[src/rtl/fi_seq_pkg.sv]
package fi_seq_pkg;

   typedef enum logic [2:0] {
      SQ_IDLE    = 3'd0,
      SQ_RESET   = 3'd1,
      SQ_WAITRUN = 3'd2,
      SQ_SYNC    = 3'd3,
      SQ_ARM     = 3'd4,
      SQ_INJECT  = 3'd5,
      SQ_MEASURE = 3'd6
   } seq_state_t;

   typedef enum logic {
      ST_DETECTED = 1'b0,
      ST_TIMEOUT  = 1'b1
   } trial_status_t;

   function automatic int unsigned max_u(input int unsigned a, input int unsigned b);
      return (a > b) ? a : b;
   endfunction

endpackage

[src/rtl/fi_down_timer.sv]
module fi_down_timer #(
   parameter int unsigned W = 8
) (
   input  logic         clk,
   input  logic         rst_n,
   input  logic         load,
   input  logic [W-1:0] load_val,
   input  logic         dec,
   output logic         is_zero
);

   logic [W-1:0] cnt_q;

   always_ff @(posedge clk) begin
      if (!rst_n) begin
         cnt_q <= '0;
      end else if (load) begin
         cnt_q <= load_val;
      end else if (dec && (cnt_q != '0)) begin
         cnt_q <= cnt_q - 1'b1;
      end
   end

   assign is_zero = (cnt_q == '0);

endmodule

[src/rtl/fi_sat_counter.sv]
module fi_sat_counter #(
   parameter int unsigned W = 24
) (
   input  logic         clk,
   input  logic         rst_n,
   input  logic         start,
   input  logic         inc,
   output logic [W-1:0] value,
   output logic         at_max
);

   logic [W-1:0] val_q;

   always_ff @(posedge clk) begin
      if (!rst_n) begin
         val_q <= '0;
      end else if (start) begin
         val_q <= W'(1);
      end else if (inc && !at_max) begin
         val_q <= val_q + 1'b1;
      end
   end

   assign value  = val_q;
   assign at_max = &val_q;

endmodule

[src/rtl/fi_seq_ctrl.sv]
module fi_seq_ctrl
   import fi_seq_pkg::*;
#(
   parameter int unsigned RST_W = 8,
   parameter int unsigned DLY_W = 24,
   parameter int unsigned LAT_W = 24,
   localparam int unsigned TW   = max_u(RST_W, DLY_W)
) (
   input  logic             clk,
   input  logic             rst_n,
   input  logic             cmd_valid,
   input  logic [RST_W-1:0] rlen_eff,
   input  logic [DLY_W-1:0] cmd_delay,
   input  logic             run_seen,
   input  logic             err_seen,
   input  logic             tmr_zero,
   input  logic [LAT_W-1:0] lat_val,
   input  logic             lat_max,
   output seq_state_t       state,
   output logic             tmr_load,
   output logic [TW-1:0]    tmr_val,
   output logic             tmr_dec,
   output logic             lat_start,
   output logic             lat_inc,
   output logic             res_done,
   output logic             res_status,
   output logic [LAT_W-1:0] res_latency
);

   seq_state_t       state_q, state_d;
   logic [DLY_W-1:0] delay_q;
   logic             accept;
   logic             finish;
   trial_status_t    fin_status;

   assign accept = (state_q == SQ_IDLE) && cmd_valid;

   always_comb begin
      state_d    = state_q;
      tmr_load   = 1'b0;
      tmr_val    = '0;
      tmr_dec    = 1'b0;
      lat_start  = 1'b0;
      lat_inc    = 1'b0;
      finish     = 1'b0;
      fin_status = ST_DETECTED;
      case (state_q)
         SQ_IDLE: begin
            if (cmd_valid) begin
               tmr_load = 1'b1;
               tmr_val  = TW'(rlen_eff) - TW'(1);
               state_d  = SQ_RESET;
            end
         end
         SQ_RESET: begin
            if (tmr_zero) state_d = SQ_WAITRUN;
            else          tmr_dec = 1'b1;
         end
         SQ_WAITRUN: begin
            if (run_seen) state_d = SQ_SYNC;
         end
         SQ_SYNC: begin
            if (delay_q == '0) begin
               state_d = SQ_INJECT;
            end else begin
               tmr_load = 1'b1;
               tmr_val  = TW'(delay_q) - TW'(1);
               state_d  = SQ_ARM;
            end
         end
         SQ_ARM: begin
            if (tmr_zero) state_d = SQ_INJECT;
            else          tmr_dec = 1'b1;
         end
         SQ_INJECT: begin
            lat_start = 1'b1;
            state_d   = SQ_MEASURE;
         end
         SQ_MEASURE: begin
            if (err_seen) begin
               finish  = 1'b1;
               state_d = SQ_IDLE;
            end else if (lat_max) begin
               finish     = 1'b1;
               fin_status = ST_TIMEOUT;
               state_d    = SQ_IDLE;
            end else begin
               lat_inc = 1'b1;
            end
         end
         default: state_d = SQ_IDLE;
      endcase
   end

   always_ff @(posedge clk) begin
      if (!rst_n) begin
         state_q     <= SQ_IDLE;
         delay_q     <= '0;
         res_done    <= 1'b0;
         res_status  <= 1'b0;
         res_latency <= '0;
      end else begin
         state_q <= state_d;
         if (accept) begin
            delay_q  <= cmd_delay;
            res_done <= 1'b0;
         end
         if (finish) begin
            res_done    <= 1'b1;
            res_status  <= fin_status;
            res_latency <= lat_val;
         end
      end
   end

   assign state = state_q;

endmodule

[src/rtl/fi_trial_seq.sv]
module fi_trial_seq
   import fi_seq_pkg::*;
#(
   parameter int unsigned RST_W   = 8,
   parameter int unsigned DLY_W   = 24,
   parameter int unsigned LAT_W   = 24,
   parameter int unsigned MIN_RST = 16
) (
   input  logic             clk,
   input  logic             rst_n,
   input  logic             cmd_valid,
   output logic             cmd_ready,
   input  logic [RST_W-1:0] cmd_reset_len,
   input  logic [DLY_W-1:0] cmd_inject_delay,
   output logic             tgt_reset,
   input  logic             tgt_workload_started,
   output logic             tgt_sync,
   output logic             tgt_tick_en,
   output logic             tgt_inject,
   input  logic             tgt_error_det,
   output logic             res_done,
   output logic             res_status,
   output logic [LAT_W-1:0] res_latency
);

   localparam int unsigned TW = max_u(RST_W, DLY_W);

   initial begin
      assert (LAT_W >= 2) else $error("LAT_W must be at least 2");
      assert (RST_W >= 1 && DLY_W >= 1) else $error("field widths must be nonzero");
      assert (MIN_RST < (1 << RST_W)) else $error("MIN_RST does not fit RST_W");
   end

   logic [RST_W-1:0] rlen_eff;
   seq_state_t       state;
   logic             tmr_load, tmr_dec, tmr_zero;
   logic [TW-1:0]    tmr_val;
   logic             lat_start, lat_inc, lat_max;
   logic [LAT_W-1:0] lat_val;

   generate
      if (MIN_RST > 1) begin : g_floor
         assign rlen_eff = (cmd_reset_len < RST_W'(MIN_RST)) ? RST_W'(MIN_RST) : cmd_reset_len;
      end else begin : g_nozero
         assign rlen_eff = (cmd_reset_len == '0) ? RST_W'(1) : cmd_reset_len;
      end
   endgenerate

   fi_seq_ctrl #(
      .RST_W (RST_W),
      .DLY_W (DLY_W),
      .LAT_W (LAT_W)
   ) i_ctrl (
      .clk         (clk),
      .rst_n       (rst_n),
      .cmd_valid   (cmd_valid),
      .rlen_eff    (rlen_eff),
      .cmd_delay   (cmd_inject_delay),
      .run_seen    (tgt_workload_started),
      .err_seen    (tgt_error_det),
      .tmr_zero    (tmr_zero),
      .lat_val     (lat_val),
      .lat_max     (lat_max),
      .state       (state),
      .tmr_load    (tmr_load),
      .tmr_val     (tmr_val),
      .tmr_dec     (tmr_dec),
      .lat_start   (lat_start),
      .lat_inc     (lat_inc),
      .res_done    (res_done),
      .res_status  (res_status),
      .res_latency (res_latency)
   );

   fi_down_timer #(.W(TW)) i_timer (
      .clk      (clk),
      .rst_n    (rst_n),
      .load     (tmr_load),
      .load_val (tmr_val),
      .dec      (tmr_dec),
      .is_zero  (tmr_zero)
   );

   fi_sat_counter #(.W(LAT_W)) i_lat (
      .clk    (clk),
      .rst_n  (rst_n),
      .start  (lat_start),
      .inc    (lat_inc),
      .value  (lat_val),
      .at_max (lat_max)
   );

   assign cmd_ready   = (state == SQ_IDLE);
   assign tgt_reset   = (state == SQ_RESET);
   assign tgt_sync    = (state == SQ_SYNC);
   assign tgt_inject  = (state == SQ_INJECT);
   assign tgt_tick_en = (state == SQ_ARM) || (state == SQ_INJECT) || (state == SQ_MEASURE);

endmodule

[config.mk]
export PLATFORM = sky130hd
export DESIGN_NAME = fi_trial_seq
export DESIGN_NICKNAME = d
export VERILOG_FILES = /design/src/rtl/fi_seq_pkg.sv /design/src/rtl/fi_down_timer.sv /design/src/rtl/fi_sat_counter.sv /design/src/rtl/fi_seq_ctrl.sv /design/src/rtl/fi_trial_seq.sv
export SDC_FILE = /design/constraint.sdc
export NUM_CORES = 1
export LEC_CHECK = 0
export ABC_CLOCK_PERIOD_IN_PS = 4350
export BUFFER_PORTS_ARGS = -buffer_cell sky130_fd_sc_hd__buf_2
export CELL_PAD_IN_SITES_DETAIL_PLACEMENT = 0
export CELL_PAD_IN_SITES_GLOBAL_PLACEMENT = 1
export CORE_UTILIZATION = 40
export CTS_BUF_LIST = sky130_fd_sc_hd__clkbuf_4 sky130_fd_sc_hd__clkbuf_8
export DETAILED_ROUTE_END_ITERATION = 7
export MAX_ROUTING_LAYER = met4
export PLACE_DENSITY = 0.79
export SLEW_MARGIN = 0
export SYNTH_ARGS = -nofsm -noshare
export SYNTH_HDL_FRONTEND = slang
export SYNTH_HIERARCHICAL = 1
export SYNTH_SLANG_ARGS = --single-unit
export TNS_END_PERCENT = 1
[constraint.sdc]
create_clock -name clk -period 4.35 [get_ports clk]
set_clock_uncertainty 0.1 [all_clocks]
set_input_delay 0.6525 -clock clk [delete_from_list [all_inputs] [get_ports clk]]
set_output_delay 0.6525 -clock clk [all_outputs]
set_load 0.02 [all_outputs]
======== Word-level counts from Yosys, hierarchy flattened ========
Cells that the tools add are included.
operators by class
  add/subtract/negate cells ............... 4
  reduce and logical (&&, ||, !) cells .... 17
  bitwise logic cells ..................... 1
  magnitude comparators ................... 1
  mux-type cells .......................... 32
  equality and inequality tests ........... 11
operators with widths
  operator               count
  $mux 24                4
  $logic_not 24->1       2
  $pmux 24 s2            1
  $sub 24x1->24 const B  2
  $add 24x1->24 const B  1
  $reduce_and 24->1      1
  $reduce_bool 24->1     1
  $pmux 3 s7             1
  $mux 1                 18
  $mux 3                 6
  $eq 3x3->1 const B     3
  $sub 8x1->9 const B    1
  $lt 8x5->1 const B     1
  $mux 8                 1
  $eq 3x2->1 const B     2
  $reduce_bool 2->1      3
  $reduce_and 5->1       1
  $ne 2x1->1 const B     2
  $ne 2x2->1 const B     2
  $reduce_or 2->1        2
  $eq 3x1->1 const B     1
  $logic_and 1x1->1      3
  $logic_not 3->1        1
  $ne 3x2->1 const B     1
  4 further kinds        5
word-level totals
  output and inout port bits .............. 31
  logic and storage cells ................. 74
  register bits after elaboration ......... 101
  input port bits ......................... 37

======== Depth between registers and ports, before layout ========
Gate-level depths: netlist of run 1.
  depth after elaboration ................. 7
  gate-level depth with buffers ........... 12
  gate-level depth less buffers ........... 11

======== By module ========
The synthesis of run 1 kept the hierarchy.
modules (own cells, without submodules)
  module          times used  seq. area each (um2)  cells each  area each (um2)
  fi_seq_ctrl     1           1061.0                373         2990.4
  fi_down_timer   1           480.5                 174         1465.2
  fi_sat_counter  1           480.5                 167         1355.0
  fi_trial_seq    1           0.0                   16          103.8

======== Worst setup path before layout of run 1 ========
OpenSTA, ideal clock, no wires.
  kind .................................... flip-flop to flip-flop
  start point ............................. reg i_lat.val_q[0] (netlist: i_lat/value[0])
  end point ............................... reg i_lat.val_q[13] (netlist: i_lat/value[13])
  setup slack ............................. 1.401 ns
  cell stages (with the launch flop) ...... 12
  data required time ...................... 4.180 ns
  period minus slack after synthesis ...... 2.949 ns
  buffers on the path ..................... 2
  setup time .............................. 0.070 ns
  data arrival time ....................... 2.779 ns
  cell sequence ........................... dfxtp_1 ha_1 nand2_1 nor4_1 buf_2 and2_1 nor3_1 nand4_1 or4_4 buf_6 or4_1 a21oi_1
between the ends
  cells in the longest elaborated chain, start to end .. 5
  elaborated cells between the ends (all ways) .. 7
  classes of those cells .................. 1 x add/sub; 3 x mux; 3 x reduce/logical
ends and longest elaborated chain
  item                      line                  text
  start: declaration        fi_sat_counter.sv:12  logic [W-1:0] val_q;
  start signal: assignment  fi_sat_counter.sv:20  val_q <= val_q + 1'b1;
  $reduce_and 24->1         fi_sat_counter.sv:25  assign at_max = &val_q;
  via lat_max               fi_trial_seq.sv:38    logic lat_start, lat_inc, lat_max;
  $mux 1                    fi_seq_ctrl.sv:83     end else if (lat_max) begin
  $mux 1                    fi_seq_ctrl.sv:80     if (err_seen) begin
  $mux 1                    fi_seq_ctrl.sv:47     case (state_q)
  via lat_inc               fi_trial_seq.sv:38
  $logic_and 1x1->1         fi_sat_counter.sv:19  end else if (inc && !at_max) begin
The timed path passes the listed nets, and every way through them passes these cells.
A chain may end at the register's enable or synchronous reset.

======== Worst setup path after layout of run 1 ========
  start point ............................. reg i_ctrl.delay_q[0]
  end point ............................... reg i_timer.cnt_q[23]
between the ends
  cells in the longest elaborated chain, start to end .. 4
  elaborated cells between the ends (all ways) .. 8
  classes of those cells .................. 1 x add/sub; 5 x mux; 2 x reduce/logical
ends and longest elaborated chain
  item                                          line                 text
  start: declaration                            fi_seq_ctrl.sv:31    logic [DLY_W-1:0] delay_q;
  start signal: assignment                      fi_seq_ctrl.sv:105   delay_q <= cmd_delay;
  $logic_not 24->1 *                            fi_seq_ctrl.sv:63    if (delay_q == '0) begin
  $mux 1 *                                      fi_seq_ctrl.sv:63
  $pmux 1 s2 *                                  fi_seq_ctrl.sv:47
  via tmr_load                                  fi_trial_seq.sv:36   logic tmr_load, tmr_dec, tmr_zero;
  $mux 24 or $reduce_bool 2->1 (tied branches)  --
  end signal: assignment                        fi_down_timer.sv:18  cnt_q <= load_val;
  end signal: assignment                        fi_down_timer.sv:20  cnt_q <= cnt_q - 1'b1;
  end: declaration                              fi_down_timer.sv:12  logic [W-1:0] cnt_q;
The timed path passes the listed nets; every way through them passes the cells marked *.

==> results of run 1 <==
layout make-up:
type | instances | area (µm²) | share of cell area (%)
Clock buffer | 12 | 165 | 2.50
Inverter | 14 | 52.6 | 0.795
Clock inverter | 4 | 76.3 | 1.15
Multi-Input combinational cell | 567 | 3620 | 54.8
Sequential cell | 101 | 2020 | 30.6
Tap cell | 184 | 230 | 3.48
Timing Repair Buffer | 81 | 440 | 6.66
state kept, by name, summed over array words and instances, names as in the netlist:
| name | cells |
|---|---|
| i_ctrl/delay_q | 24 |
| i_ctrl/res_done | 1 |
| i_ctrl/res_latency | 24 |
| i_ctrl/res_status | 1 |
| i_ctrl/state | 3 |
| i_lat/value | 24 |
| i_timer/cnt_q | 24 |
per-layer routing:
metal | part of all wire [%] | wire (µm) | global-route usage, %
met1 | 52 | 7460 | 29.4
met2 | 42 | 6000 | 28.8
met3 | 5.6 | 808 | 3.30
met4 | 1.2 | 180 | 6.63
met5 | 0 | 0 | -
through the flow:
step / util [%] / cell area, µm² / cells / worst slack, ps / power (µW)
after detailed placement: 44.0 / 6370 / 947 / 1060 / 1500
after CTS: 45.6 / 6610 / 963 / 1050 / 2210
after floorplan: - / 5910 / 730 / 1400 / 1400
after global placement: 44.0 / 6370 / 947 / 1220 / 1490
after global routing: 45.6 / 6610 / 963 / 707 / 2310
final: 45.6 / 6610 / 963 / 1040 / 2200
cells by family after synthesis:
group           count (synthesis)  synth area share [%]
compound gates                206                  24.2
xor+xnor                       37                  5.48
fa+ha+maj                       5                  1.06
buf+inv                        62                  4.68
flops                         101                  34.2
mux                             6                  1.02
simple gates                  313                  29.4
cell usage in the layout, fill, tap and decap left out, types with 11 or more instances in the layout:
cell type / n
nor2_1: 28
buf_2: 67
nor3_1: 14
or4_1: 13
a21boi_0: 49
xnor2_1: 26
buf_4: 14
clkbuf_8: 12
nand2_1: 141
a211oi_1: 12
xor2_1: 11
a21oi_1: 29
nand4_1: 15
dfxtp_1: 101
o21ai_0: 34
nand3_1: 16
inv_1: 13
power breakdown:
group          switching (µW)  internal [µW]  total [µW]
registers                59.2            967        1030
logic                     279            184         463
clock network             337            373         711
total                     676           1520        2200
worst reg2reg max path: cells and delay by family, from the launching register on:
kind / cells / cell delay, ps
adder cells (fa/ha/maj): 1 / 170
AO/OA/AOI/OAI: 3 / 430
buffers and inverters: 4 / 1050
flip-flops: 1 / 390
AND/OR/NAND/NOR: 5 / 1070
final timing paths:
check	start	to	slack (ps)	cells past startpoint
worst max-delay path	i_ctrl/delay_q[0]$_SDFFE_PN0P_	i_timer/cnt_q[23]$_SDFFE_PN0P_	1040	13
worst max register to register	i_ctrl/delay_q[0]$_SDFFE_PN0P_	i_timer/cnt_q[23]$_SDFFE_PN0P_	1040	13
worst min register to register	i_ctrl/res_latency[18]$_SDFFE_PN0P_	i_ctrl/res_latency[18]$_SDFFE_PN0P_	360	2
worst min-delay path	i_ctrl/res_latency[18]$_SDFFE_PN0P_	i_ctrl/res_latency[18]$_SDFFE_PN0P_	360	2
==> impl_metrics.csv, run 1 <==
group,metric,value,unit
status,status,"complete, no violations",
setup_path,path_max_fanout,29,
die,fp.coreArea,0.0145,mm²
global_routing,overflow,0,
setup_path,worstSetupStartpointType,"register",
sta,slew-limit-headroom,30.2,%
setup_path,crit_required,4530,ps
routing,ant_nets,0,
clock_network,cts_buffers,9,
synth,yosysTopAreaCell,"dfxtp_1",
clock_network,cts_buffer_depth,2,
sta,setup_viol,0,
layout,fillers,1454,
layout,diodes,0,
die,rows,44,
layout,syn_to_final_growth,11.7,%
die,start_util,40.8,%
global_routing,first_global_vias,4936,
clock_network,numClockSinks,101,
synth,synth_top_area_share,34.2,%
synth,synth_most_common_cell,"nand2_1",
setup_path,max_stage_delay,460,ps
placed_design,hpwlAfterDp,10.4,mm
synth,syn_nets,772,
setup_path,end_kind,"register",
layout,nets,816,
synth,synth_area_leaders,"dfxtp_1 34%, nand2_1 8.9%, a21boi_0 6.2%, xnor2_1 3.9%, o21ai_0 2.9%",
synth,synthTopCellsByCount,"141 x nand2_1, 101 x dfxtp_1, 49 x a21boi_0",
die,ios,68,
clock_network,cts_root_buffer,"clkbuf_8",
routing,wirelength,14.4,mm
global_routing,grt_pass1_wl,24.2,mm
die,die_w,124,µm
synth,synthCells,730,
clock_network,ctsResizeCount,0,
setup_path,crit_top_cell,"nand2_1",
power_and_ir_drop,power_leakage,0.00235,µW
placed_design,port_buffers,67,
die,die_h,124,µm
routing,vias,5423,
global_routing,grt_max_degree,45,
layout,drive_gt1_share,17.2,%
routing,post-route-drc-count,0,
sta,finalCritPeriodShare,76.1,%
die,dieArea,0.0153,mm²
routing,vias_per_cell,5.63,
sta,maxSlewViolCount,0,
sta,fmax,0.302,GHz
clock_network,clkLatencyLatePin,380,ps
sta,final.setup.tns,0,ps
job,maxCapViolations,0,
setup_path,cp.arrival,3490,ps
synth,avgSynthCellArea,8.10,µm²
setup_path,cp_slowest_cell,"nor3b_2",
sta,worst_pin_slew,1050,ps
synth,async_flop_share,0,%
setup_path,crit_chain,"inv_1, ha_1, nor3b_2, nand4_2, o21ai_1, buf_4, nand2_1, clkinv_1, buf_4, nand2_1, o21ai_0, nand2_1, o41ai_1",
routing,wl_per_cell,15.0,µm
sta,whs,363,ps
synth,synth_edf_count,0,
power_and_ir_drop,irDropWorstVdd,0.211,mV
sta,hold_viol,0,
sta,period_needed,3310,ps
setup_path,cpLargestDelayFamily,"simple AND/OR/NAND/NOR gates",
synth,ys.flop_type,"dfxtp_1",
clock_network,cts_tree,"done",
routing,drtIter0Drc,287,
clock_network,hold_buffers,0,
synth,ys_ff_latch,101,
synth,netlist-cell-type-count,74,
setup_path,crit_buf_inv,4,
routing,dr.pass1.iters,5,
synth,synth_area,0.00591,mm²
global_routing,grt_antenna_before_repair,0,
setup_path,crit_type,"reg -> reg",
power_and_ir_drop,p_per_area,333,mW/mm²
sta,rsz0062_at_grt,"no",
min_path,hold_class,"reg -> reg",
synth,ys_seq_area_share,34.2,%
global_routing,grt_util_all_layers,20.4,%
clock_network,clk_pin_slew_worst_paths,100,ps
clock_network,h-tree-depth,3,
synth,yosysWarnings,6,
clock_network,postCtsSetupBuffers,0,
placed_design,gp_congestion,0.842,
Note: power is estimated with default switching activity, not from simulation.
==> run 2: changes to the inputs <==
ABC_CLOCK_PERIOD_IN_PS = 3000   (was 4350)
PLACE_DENSITY = 0.82   (was 0.79)
clock period = 3 ns   (was 4.35 ns; I/O delays follow)
==> impl_metrics.csv, run 2 (same netlist as run 1, synthesis figures left out) <==
group,metric,value,unit
status,status,"complete, no violations",
min_path,hold_class,"in -> reg",
setup_path,path_max_fanout,8,
sta,fmax,0.355,GHz
setup_path,crit_type,"reg -> reg",
routing,post-route-drc-count,0,
sta,finalCritPeriodShare,93.8,%
clock_network,numClockSinks,101,
clock_network,clk_pin_slew_worst_paths,100,ps
setup_path,cp.arrival,3020,ps
routing,drtIter0Drc,373,
layout,diodes,0,
die,fp.coreArea,0.0145,mm²
power_and_ir_drop,clockPowerShare,27.5,%
clock_network,h-tree-depth,3,
die,die_w,124,µm
layout,fillers,1424,
global_routing,first_global_vias,4901,
global_routing,grt_pass1_wl,24.6,mm
job,maxCapViolations,0,
power_and_ir_drop,combPwrFrac,23.5,%
clock_network,clkLatencyLatePin,380,ps
power_and_ir_drop,seq_power_share,48.9,%
sta,hold_viol,0,
power_and_ir_drop,power_switching,1010,µW
sta,whs,203,ps
layout,syn_to_final_growth,12.9,%
placed_design,hpwlAfterDp,11.0,mm
sta,setup_viol,0,
placed_design,pre_cts_slack,60.1,ps
routing,ant_nets,0,
routing,wirelength,15.0,mm
die,dieArea,0.0153,mm²
clock_network,cts_buffer_depth,2,
clock_network,cts_tree,"done",
die,rows,44,
setup_path,r2r_slack,190,ps
clock_network,cts_root_buffer,"clkbuf_8",
setup_path,worstSetupStartpointType,"register",
global_routing,grt_antenna_before_repair,0,
power_and_ir_drop,power_leakage,0.00240,µW
global_routing,overflow,0,
clock_network,postCtsSetupBuffers,0,
die,die_h,124,µm
routing,vias,5508,
power_and_ir_drop,switching_share,33.2,%
sta,slew-limit-headroom,66.9,%
sta,period_needed,2810,ps
sta,worst_slack,186,ps
routing,vias_per_cell,5.63,
power_and_ir_drop,p_int,2030,µW
routing,dr.pass1.iters,5,
layout,drive_gt1_share,19.0,%
global_routing,grt_max_degree,42,
layout,multi_input_area,0.00364,mm²
power_and_ir_drop,p_per_area,455,mW/mm²
layout,nets,831,
sta,worst_pin_slew,484,ps
layout,final_cell_mix,"141 x nand2_1, 101 x dfxtp_1, 67 x buf_2, 49 x a21boi_0, 34 x o21ai_0",
setup_path,end_kind,"register",
routing,wl_per_cell,15.3,µm
global_routing,grt_util_all_layers,21.0,%
setup_path,crit_required,3200,ps
placed_design,port_buffers,67,
power_and_ir_drop,irDropWorstVdd,0.279,mV
sta,maxSlewViolCount,0,
die,ios,68,
die,start_util,40.8,%
placed_design,gp_congestion,0.903,
layout,regArea,0.00202,mm²
layout,final_common_cell,"nand2_1",
clock_network,cts_buffers,9,
-- run 2: cell count changes in the layout (fill, tap and decap cells not counted) --
cell	change
buf_4	+15
bufinv_16	-2
clkbuf_8	-2
clkinv_2	+2
clkinvlp_4	+1
inv_8	+1
nor3_1	-1
nor3_4	+1
nor4_1	-1
nor4_2	+1
-- run 2: metal layers --
metal	global-route usage [%]	share of wire (%)	vias to the layer above
li1	-	-	2776
met1	29.7	50	2616
met2	30.6	44	104
met3	3.43	4.3	12
met4	5.80	1.2	0
met5	-	0	-
-- run 2: cell type report --
class / instances / share of cell area [%]
repair buffers: 96 / 8.28
multi-input cells: 567 / 54.5
well taps: 184 / 3.45
clock inverters: 6 / 0.674
clock buffers: 10 / 2.06
flip-flops and latches: 101 / 30.3
inverters: 14 / 0.787
-- run 2: power groups by stage --
stage	combinational [µW]	clock, µW	sequential [µW]
floorplan	532	0	1490
global placement	689	0	1510
detailed placement	701	0	1510
CTS	705	862	1480
global route	790	910	1500
finish	715	837	1490
-- run 2: path summary, 6_finish.rpt --
kind,startpoint,to,cells past startpoint
max,i_timer/cnt_q[2]$_SDFFE_PN0P_,i_timer/cnt_q[20]$_SDFFE_PN0P_,9
max reg2reg,i_timer/cnt_q[2]$_SDFFE_PN0P_,i_timer/cnt_q[20]$_SDFFE_PN0P_,9
min,cmd_inject_delay[6],i_ctrl/delay_q[6]$_SDFFE_PN0P_,3
min reg2reg,i_ctrl/res_latency[11]$_SDFFE_PN0P_,i_ctrl/res_latency[11]$_SDFFE_PN0P_,2
-- run 2: worst max-delay path, stage by stage (launching register included) --
cell	delay, ps
dfxtp_1	360
or4_4	580
or2_1	310
nor3_2	320
nor3_4	90
nand2_1	170
or3_1	360
nor3_1	110
xnor2_1	140
a211oi_1	220
-- run 2: per-stage QoR --
stage               total power [µW]  utilization [%]  instances  instance area, µm²  setup TNS, ps
global placement                2200             44.8        962                6480              0
detailed placement              2220             44.8        962                6480              0
floorplan                       2020                -        730                5910              0
finish                          3040             46.1        978                6680              0
global route                    3200             46.1        978                6680          -3.69
CTS                             3050             46.0        978                6660              0
-- run 2: repair_timing --
action,4_1_cts,5_1_grt
resized for setup,0,3
hold buffers,0,0
setup endpoints to repair,0,15
